$ cat src/rtl/cc_alu_pkg.sv
package cc_alu_pkg;
  typedef enum logic [3:0] {
    OP_AND   = 4'h0,
    OP_XOR   = 4'h1,
    OP_SUB   = 4'h2,
    OP_RSUB  = 4'h3,
    OP_ADD   = 4'h4,
    OP_ADDC  = 4'h5,
    OP_SUBC  = 4'h6,
    OP_RSUBC = 4'h7,
    OP_TAND  = 4'h8,
    OP_TXOR  = 4'h9,
    OP_CSUB  = 4'hA,
    OP_CADD  = 4'hB,
    OP_OR    = 4'hC,
    OP_MOVE  = 4'hD,
    OP_CLR   = 4'hE,
    OP_MOVEN = 4'hF
  } alu_op_e;

  typedef struct packed {
    logic n;
    logic z;
    logic c;
    logic v;
  } flags_t;

  function automatic logic op_is_arith(input alu_op_e op);
    unique case (op)
      OP_SUB, OP_RSUB, OP_ADD, OP_ADDC, OP_SUBC, OP_RSUBC, OP_CSUB, OP_CADD:
        op_is_arith = 1'b1;
      default: op_is_arith = 1'b0;
    endcase
  endfunction

  function automatic logic op_no_write(input alu_op_e op);
    unique case (op)
      OP_TAND, OP_TXOR, OP_CSUB, OP_CADD: op_no_write = 1'b1;
      default: op_no_write = 1'b0;
    endcase
  endfunction
endpackage

$ cat src/rtl/cc_alu_addsub.sv
module cc_alu_addsub
  import cc_alu_pkg::*;
#(
  parameter int unsigned WIDTH = 32
) (
  input  alu_op_e          op_i,
  input  logic [WIDTH-1:0] a_i,
  input  logic [WIDTH-1:0] b_i,
  input  logic             cin_i,
  output logic [WIDTH-1:0] sum_o,
  output logic             cout_o,
  output logic             ovf_o
);
  localparam int unsigned MSB = WIDTH - 1;

  logic [WIDTH-1:0] x, y;
  logic             c0;
  logic [WIDTH:0]   full;

  // Operand steering: subtraction is x + ~y + carry-in
  always_comb begin
    x  = a_i;
    y  = b_i;
    c0 = 1'b0;
    unique case (op_i)
      OP_ADD, OP_CADD: begin x = a_i; y = b_i;  c0 = 1'b0;  end
      OP_ADDC:         begin x = a_i; y = b_i;  c0 = cin_i; end
      OP_SUB, OP_CSUB: begin x = a_i; y = ~b_i; c0 = 1'b1;  end
      OP_SUBC:         begin x = a_i; y = ~b_i; c0 = cin_i; end
      OP_RSUB:         begin x = b_i; y = ~a_i; c0 = 1'b1;  end
      OP_RSUBC:        begin x = b_i; y = ~a_i; c0 = cin_i; end
      default:         begin x = a_i; y = b_i;  c0 = 1'b0;  end
    endcase
  end

  assign full   = {1'b0, x} + {1'b0, y} + {{WIDTH{1'b0}}, c0};
  assign sum_o  = full[MSB:0];
  assign cout_o = full[WIDTH];
  assign ovf_o  = (x[MSB] == y[MSB]) && (full[MSB] != x[MSB]);
endmodule

$ cat src/rtl/cc_alu_logic.sv
module cc_alu_logic
  import cc_alu_pkg::*;
#(
  parameter int unsigned WIDTH = 32
) (
  input  alu_op_e          op_i,
  input  logic [WIDTH-1:0] a_i,
  input  logic [WIDTH-1:0] b_i,
  output logic [WIDTH-1:0] res_o
);
  always_comb begin
    unique case (op_i)
      OP_AND, OP_TAND: res_o = a_i & b_i;
      OP_XOR, OP_TXOR: res_o = a_i ^ b_i;
      OP_OR:           res_o = a_i | b_i;
      OP_MOVE:         res_o = b_i;
      OP_CLR:          res_o = a_i & ~b_i;
      OP_MOVEN:        res_o = ~b_i;
      default:         res_o = '0;
    endcase
  end
endmodule

$ cat src/rtl/cc_alu_flags.sv
module cc_alu_flags
  import cc_alu_pkg::*;
#(
  parameter int unsigned WIDTH = 32
) (
  input  logic             clk_i,
  input  logic             rst_ni,
  input  logic             upd_i,
  input  logic             arith_i,
  input  logic [WIDTH-1:0] res_i,
  input  logic             cout_i,
  input  logic             ovf_i,
  output flags_t           flags_o
);
  flags_t nxt;

  always_comb begin
    nxt   = flags_o;
    nxt.n = res_i[WIDTH-1];
    nxt.z = ~|res_i;
    if (arith_i) begin
      nxt.c = cout_i;
      nxt.v = ovf_i;
    end
  end

  always_ff @(posedge clk_i or negedge rst_ni) begin
    if (!rst_ni)    flags_o <= '0;
    else if (upd_i) flags_o <= nxt;
  end
endmodule

$ cat src/rtl/cc_alu.sv
module cc_alu
  import cc_alu_pkg::*;
#(
  parameter int unsigned WIDTH = 32
) (
  input  logic             clk_i,
  input  logic             rst_ni,
  input  logic [WIDTH-1:0] opa_i,
  input  logic [WIDTH-1:0] opb_i,
  input  logic [3:0]       op_i,
  input  logic             set_flags_i,
  output logic [WIDTH-1:0] result_o,
  output logic             wr_en_o,
  output logic             flag_n_o,
  output logic             flag_z_o,
  output logic             flag_c_o,
  output logic             flag_v_o
);
  alu_op_e          op;
  logic             arith;
  logic [WIDTH-1:0] sum, lres;
  logic             cout, ovf;
  flags_t           flags;

  assign op    = alu_op_e'(op_i);
  assign arith = op_is_arith(op);

  cc_alu_addsub #(.WIDTH(WIDTH)) u_addsub (
    .op_i  (op),
    .a_i   (opa_i),
    .b_i   (opb_i),
    .cin_i (flags.c),
    .sum_o (sum),
    .cout_o(cout),
    .ovf_o (ovf)
  );

  cc_alu_logic #(.WIDTH(WIDTH)) u_logic (
    .op_i (op),
    .a_i  (opa_i),
    .b_i  (opb_i),
    .res_o(lres)
  );

  assign result_o = arith ? sum : lres;
  assign wr_en_o  = ~op_no_write(op);

  cc_alu_flags #(.WIDTH(WIDTH)) u_flags (
    .clk_i  (clk_i),
    .rst_ni (rst_ni),
    .upd_i  (set_flags_i),
    .arith_i(arith),
    .res_i  (result_o),
    .cout_i (cout),
    .ovf_i  (ovf),
    .flags_o(flags)
  );

  assign flag_n_o = flags.n;
  assign flag_z_o = flags.z;
  assign flag_c_o = flags.c;
  assign flag_v_o = flags.v;
endmodule

$ cat config.mk
export PLATFORM = sky130hd
export DESIGN_NAME = cc_alu
export DESIGN_NICKNAME = d
export VERILOG_FILES = /design/src/rtl/cc_alu_pkg.sv /design/src/rtl/cc_alu_addsub.sv /design/src/rtl/cc_alu_logic.sv /design/src/rtl/cc_alu_flags.sv /design/src/rtl/cc_alu.sv
export SDC_FILE = /design/constraint.sdc
export NUM_CORES = 1
export LEC_CHECK = 0
export ABC_AREA = 1
export BUFFER_PORTS_ARGS = -buffer_cell sky130_fd_sc_hd__buf_2
export CAP_MARGIN = 20
export CORE_AREA = 2 2 100 102
export CTS_BUF_LIST = sky130_fd_sc_hd__clkbuf_16
export CTS_CLUSTER_DIAMETER = 80
export CTS_CLUSTER_SIZE = 25
export DETAILED_ROUTE_END_ITERATION = 10
export DIE_AREA = 0 0 102 104
export PLACE_DENSITY = 0.92
export SLEW_MARGIN = 20
export SYNTH_ARGS = -nofsm -noshare
export SYNTH_HDL_FRONTEND = slang
export SYNTH_SLANG_ARGS = --single-unit
$ cat constraint.sdc
create_clock -name clk_i -period 8.9 [get_ports clk_i]
set_input_delay 1.78 -clock clk_i [delete_from_list [all_inputs] [get_ports clk_i]]
set_output_delay 1.78 -clock clk_i [all_outputs]
set_load 0.1 [all_outputs]
==> results of run 1 <==
## worst paths after layout
path                                    startpoint                  to  cells past startpoint
worst min register to register  u_flags.flags_o[2]  u_flags.flags_o[2]                      2
min in group asynchronous                   rst_ni  u_flags.flags_o[2]                      1
worst max-delay path                       op_i[0]        result_o[26]                     22
max in group asynchronous                   rst_ni  u_flags.flags_o[0]                      1
worst max register to register  u_flags.flags_o[1]  u_flags.flags_o[2]                     23
worst min-delay path            u_flags.flags_o[2]  u_flags.flags_o[2]                      2
## critical path, stage by stage
cell	delay, ns
buf_2	0.17
nand2_1	0.16
nor2_4	0.05
inv_1	0.49
buf_4	0.38
nand3_1	0.10
o21ai_0	0.14
fa_1	0.25
inv_1	0.11
fa_1	0.47
nand2_1	0.10
nand2_1	0.08
nand3_1	0.07
nand2_1	0.14
nand2_1	0.12
nand2_1	0.12
nand3_1	0.13
nand4_1	0.09
nand3_1	0.14
nand2_1	0.10
inv_1	0.06
buf_2	0.41
## per-stage QoR
stage	hold slack [ns]	setup slack [ns]
final	0.514	1.45
after global routing	0.544	1.12
after CTS	0.502	1.50
after detailed placement	0.483	1.52
after global placement	0.475	1.57
after floorplan	0.979	1.69
## cell type report
cell class                      count  area (um^2)  share of cell area
Tap cell                          133          166              0.0254
Clock buffer                        3         75.1              0.0115
Timing Repair Buffer              113          581              0.0887
Inverter                          206          776               0.119
Sequential cell                     4          100              0.0153
Multi-Input combinational cell    935         4850               0.741
## layer usage
layer	global-route usage	routed length [um]
met1	0.543	8670
met2	0.594	8980
met4	0.146	726
met5	0	0
met3	0.0598	2420
## synthesized netlist by cell type (3+ instances only)
cell,number
nand3_1,81
nor2_1,105
inv_2,4
or2_2,4
nor3_1,11
clkbuf_1,17
nand2_1,452
nor4_1,4
o221ai_1,33
xor2_1,12
o21ai_1,3
nand2_4,3
dfrtp_1,4
a21oi_1,38
o2111ai_1,9
buf_4,4
buf_2,7
ha_1,63
a211oi_1,3
nand4_1,27
o22ai_1,9
inv_1,201
o21ai_0,53
nand3b_1,6
buf_6,7
## power by group
| part | switching (mW) | internal, mW |
|---|---|---|
| sequential | 0.00207 | 0.0213 |
| combinational | 0.599 | 0.181 |
| clock | 0.0134 | 0.0575 |
| total | 0.614 | 0.259 |
## logic make-up (layout without fill, tap and decap cells)
group / Yosys count / count (layout) / share of synthesized area
fa+ha+maj: 65 / 65 / 0.140
xor+xnor: 13 / 13 / 0.0192
buf+inv: 242 / 322 / 0.167
simple gates: 700 / 700 / 0.491
flops: 4 / 4 / 0.0169
compound gates: 157 / 157 / 0.167
==> flow_metrics.env, run 1 <==
export IMPL_run_status="finished clean"
export IMPL_yosys_top_cells_area="nand2_1, ha_1, inv_1"
export IMPL_min_period_ns=7.45
export IMPL_final_antenna_net_count=0
export IMPL_syn_to_final_growth_pct=10.5
export IMPL_synthCells=1181
export IMPL_synth_edf_count=0
export IMPL_synth_warnings=0
export IMPL_cts_resized=0
export IMPL_tightest_slew_ns=1.16
export IMPL_yosysSeqAreaShare=0.0169
export IMPL_dieArea_mm2=0.0106
export IMPL_hp_class="reg2reg"
export IMPL_syn_mean_instance_area_um2=5.02
export IMPL_ir_worst_vdd_uv=195
export IMPL_synth_seq_cells=4
export IMPL_static_leakage_power_nw=3.84
export IMPL_syn_num_nets=1317
export IMPL_critPathKind="in2out"
export IMPL_stdcell_count=1394
export IMPL_drive_above_1_share=0.109
export IMPL_final_max_slew_viol_count=0
export IMPL_largest_reg_flops=4
export IMPL_via_per_inst=5.85
export IMPL_cts_tree="done"
export IMPL_clk_path_buf_depth=2
export IMPL_maxCapViolCount=0
export IMPL_netlist_area_mm2=0.00593
export IMPL_fin_setup_tns_ns=0
export IMPL_dpl_cell_count=1391
export IMPL_cp_max_fo=18
export IMPL_final_net_count=1399
export IMPL_layout_common_cells="nand2_1, inv_1, buf_2, nor2_1, nand3_1"
export IMPL_io_pins=108
export IMPL_track_usage=0.388
export IMPL_clk_pin_slew_ns=0.03
export IMPL_start_kind="input pin"
export IMPL_synthArstFlopShare=1.00
export IMPL_cts_max_level=1
export IMPL_place_area_mm2=0.00647
export IMPL_required_ns=7.12
export IMPL_core_area_mm2=0.00955
export IMPL_relSlewSlack=0.226
export IMPL_clk_insertion_delay_late_ns=0.23
export IMPL_max_freq_mhz=134
export IMPL_gp_congestion=1.12
export IMPL_final_period_utilization=0.837
export IMPL_drt_first_pass_iters=9
export IMPL_tritoncts_num_buffers=3
export IMPL_die_h_um=104
export IMPL_final_common_cell="nand2_1"
export IMPL_critPathArrivalTime_ns=5.67
export IMPL_reg_top3="u_flags.flags_o: 4 flops"
export IMPL_nFillCells=938
export IMPL_grt_pass1_vias=7327
export IMPL_routed_wl_um=20800
export IMPL_hold_violations=0
export IMPL_cts_sinks=4
export IMPL_synth_top_area_frac=0.286
export IMPL_cts_setup_buffers=0
export IMPL_synth_cell_types=41
export IMPL_numPortBuffers=107
export IMPL_finalPower_mw=0.873
export IMPL_row_count=36
export IMPL_finalSetupViolCount=0
export IMPL_finClkSkew_ns=0.00155
export IMPL_top_register="u_flags.flags_o"
export IMPL_drc=0
export IMPL_start_util=0.621
export IMPL_fin_area_mm2=0.00655
export IMPL_vias=8148
export IMPL_grt_max_degree=37
export IMPL_antenna_found_initial=0
export IMPL_grt_pass1_wl_um=34000
export IMPL_critPathCaptureType="primary output"
export IMPL_final_core_util=0.686
export IMPL_ys_flop_type="dfrtp_1"
export IMPL_yosys_area_top_type="nand2_1"
export IMPL_wl_per_cell_um=14.9
export IMPL_grt_ovfl_total=0
export IMPL_first_iter_violations=882
export IMPL_dpl_hpwl_um=16200
export IMPL_p_per_area_mw_per_mm2=133
export IMPL_grt_setup_unrepaired="no"
export IMPL_hold_buffers=0
export IMPL_diodes=0
export IMPL_cts_root_buf="clkbuf_16"
export IMPL_rrSetupSlack_ns=5.40
export IMPL_die_w_um=102
(Power assumes the default switching activity.)
==> run 2, diff against run 1 <==
--- a/config.mk
+++ b/config.mk
@@ -8,13 +8,13 @@
 export ABC_AREA = 1
 export BUFFER_PORTS_ARGS = -buffer_cell sky130_fd_sc_hd__buf_2
 export CAP_MARGIN = 20
-export CORE_AREA = 2 2 100 102
+export CORE_AREA = 2 2 104 106
 export CTS_BUF_LIST = sky130_fd_sc_hd__clkbuf_16
 export CTS_CLUSTER_DIAMETER = 80
 export CTS_CLUSTER_SIZE = 25
 export DETAILED_ROUTE_END_ITERATION = 10
-export DIE_AREA = 0 0 102 104
-export PLACE_DENSITY = 0.92
+export DIE_AREA = 0 0 106 108
+export PLACE_DENSITY = 0.86
 export SLEW_MARGIN = 20
 export SYNTH_ARGS = -nofsm -noshare
 export SYNTH_HDL_FRONTEND = slang
==> constraint.sdc (replaced) <==
create_clock -name clk_i -period 6.9 [get_ports clk_i]
set_input_delay 1.38 -clock clk_i [delete_from_list [all_inputs] [get_ports clk_i]]
set_output_delay 1.38 -clock clk_i [all_outputs]
set_load 0.1 [all_outputs]
==> run 2 against run 1 <==
  * Count of clock-buffer cells in the layout stayed put
  * Sequential share of layout area hardly changed
  * Wire length is 2.9% higher
  * Sequential power is 28% higher
  * Worst setup slack worse by 0.66 ns
  * Core utilization is 2.5 points lower
  * Critical path type unchanged
  * Largest cell class unchanged
==> flow_metrics.env, run 2 (synthesis results as in run 1) <==
export IMPL_min_period_ns=6.11
export IMPL_run_status="finished clean"
export IMPL_clk_insertion_delay_late_ns=0.23
export IMPL_top_register="u_flags.flags_o"
export IMPL_final_max_slew_viol_count=0
export IMPL_r2r_start="u_flags.flags_o[1]"
export IMPL_first_iter_violations=849
export IMPL_hold_violations=0
export IMPL_cts_resized=0
export IMPL_multiInputGateArea_mm2=0.00485
export IMPL_io_pins=108
export IMPL_hold_buffers=0
export IMPL_worst_path_buf_inv=5
export IMPL_fin_setup_tns_ns=0
export IMPL_reg2reg_to="u_flags.flags_o[2]"
export IMPL_critPathCaptureType="primary output"
export IMPL_clk_pin_slew_ns=0.03
export IMPL_grt_pass1_wl_um=34100
export IMPL_path_common_cell="nand2_1"
export IMPL_vias=8106
export IMPL_cts_sinks=4
export IMPL_grt_pass1_vias=7092
export IMPL_r2r_cells=23
export IMPL_slowest_delay_ns=0.43
export IMPL_maxCapViolCount=0
export IMPL_tritoncts_num_buffers=3
export IMPL_nFillCells=1019
export IMPL_relSlewSlack=0.247
export IMPL_finClkSkew_ns=0.00119
export IMPL_rrSetupSlack_ns=3.64
export IMPL_stdcell_count=1398
export IMPL_holdCritStartpoint="u_flags.flags_o[2]"
export IMPL_final_core_util=0.660
export IMPL_drive_above_1_share=0.110
export IMPL_gp_congestion=1.02
export IMPL_fin_area_mm2=0.00676
export IMPL_p_per_area_mw_per_mm2=177
export IMPL_cts_setup_buffers=0
export IMPL_numPortBuffers=107
export IMPL_grt_ovfl_total=0
export IMPL_layout_common_cells="nand2_1, inv_1, nor2_1, buf_2, nand3_1"
export IMPL_start_util=0.579
export IMPL_largest_reg_flops=4
export IMPL_critPathKind="in2out"
export IMPL_tightest_slew_ns=1.13
export IMPL_dpl_hpwl_um=16700
export IMPL_seq_area_um2=100
export IMPL_die_w_um=106
export IMPL_path_delay_family="simple AND/OR/NAND/NOR gates"
export IMPL_fin_worst_hold_slack_ns=0.490
export IMPL_final_period_utilization=0.885
export IMPL_cp_slowest_cell="buf_2"
export IMPL_required_ns=5.52
export IMPL_cp_max_fo=10
export IMPL_grt_setup_unrepaired="no"
export IMPL_row_count=37
export IMPL_drc=0
export IMPL_core_area_mm2=0.0102
export IMPL_dieArea_mm2=0.0114
export IMPL_final_common_cell="nand2_1"
export IMPL_wl_per_cell_um=15.3
export IMPL_final_net_count=1400
export IMPL_routed_wl_um=21400
export IMPL_reg_top3="u_flags.flags_o: 4 flops"
export IMPL_via_per_inst=5.80
export IMPL_clk_path_buf_depth=2
export IMPL_ir_worst_vdd_uv=272
export IMPL_static_leakage_power_nw=3.91
export IMPL_cts_max_level=1
export IMPL_whs_endpoint="u_flags.flags_o[2]"
export IMPL_syn_to_final_growth_pct=14.0
export IMPL_cts_tree="done"
export IMPL_whs_path_depth=2
export IMPL_cts_root_buf="clkbuf_16"
export IMPL_critPathArrivalTime_ns=4.73
export IMPL_place_area_mm2=0.00668
export IMPL_track_usage=0.367
export IMPL_start_kind="input pin"
export IMPL_dpl_cell_count=1395
export IMPL_grt_max_degree=39
export IMPL_hp_class="reg2reg"
export IMPL_drt_first_pass_iters=7
export IMPL_max_freq_mhz=164
export IMPL_final_antenna_net_count=0
export IMPL_diodes=0
export IMPL_antenna_found_initial=0
export IMPL_die_h_um=108
export IMPL_crit_chain="buf_2 > inv_1 > nand2_1 > nor2_2 > nor2_1 > inv_1 > buf_4 > o221ai_1 > ha_1 > nand2_1 > nor2_1 > nand3_1 > nand3_1 > nand2_1 > nand2_1 > nand2_1 > nand2_1 > nand2_1 > nand2_1 > buf_2"
export IMPL_finalSetupViolCount=0
run 2: cell count changes in the layout (fill, tap and decap cells not counted):
cell,previous run,this run
buf_4,6,7
buf_12,0,13
nor2_2,3,4
nor2_1,103,102
buf_2,107,94
run 2: worst max-delay path by stage:
stage / startpoint / end / slack [ns] / depth (start not counted)
finish: op_i[0] / result_o[17] / 0.79 / 20
floorplan: op_i[0] / result_o[6] / 0.49 / 17
global placement: op_i[0] / result_o[17] / 0.94 / 20
CTS: op_i[0] / result_o[17] / 0.89 / 20
global route: op_i[0] / result_o[17] / 0.54 / 20
detailed placement: op_i[0] / result_o[17] / 0.90 / 20
run 2: report_power, final:
group / leakage, nW / switching [mW] / internal, mW
clock network: 0.0370 / 0.0185 / 0.0742
logic: 3.82 / 0.783 / 0.286
registers: 0.0507 / 0.00251 / 0.0275
run 2: worst min-delay path, cell delays in order (launching register included):
cell and delay (ns):
dfrtp_1 0.34, nand2_1 0.05, nand2_1 0.06
run 2: cell type report:
cell class | count | area share
inverters | 206 | 0.115
multi-input cells | 935 | 0.718
flip-flops and latches | 4 | 0.0148
clock buffers | 3 | 0.0111
well taps | 136 | 0.0252
repair buffers | 114 | 0.116
run 2: layer usage:
layer,global-route usage,up-vias,wire (um)
met5,0,-,0
met2,0.594,480,9170
met1,0.528,3596,9160
met3,0.0374,54,2560
li1,-,3976,-
met4,0.0742,0,506
run 2: metrics by stage:
stage / power (mW) / setup slack, ns
2_1_floorplan: 0.816 / 0.493
3_3_place_gp: 1.07 / 0.944
3_5_place_dp: 1.08 / 0.900
4_1_cts: 1.18 / 0.894
5_1_grt: 1.28 / 0.542
6_report: 1.19 / 0.792
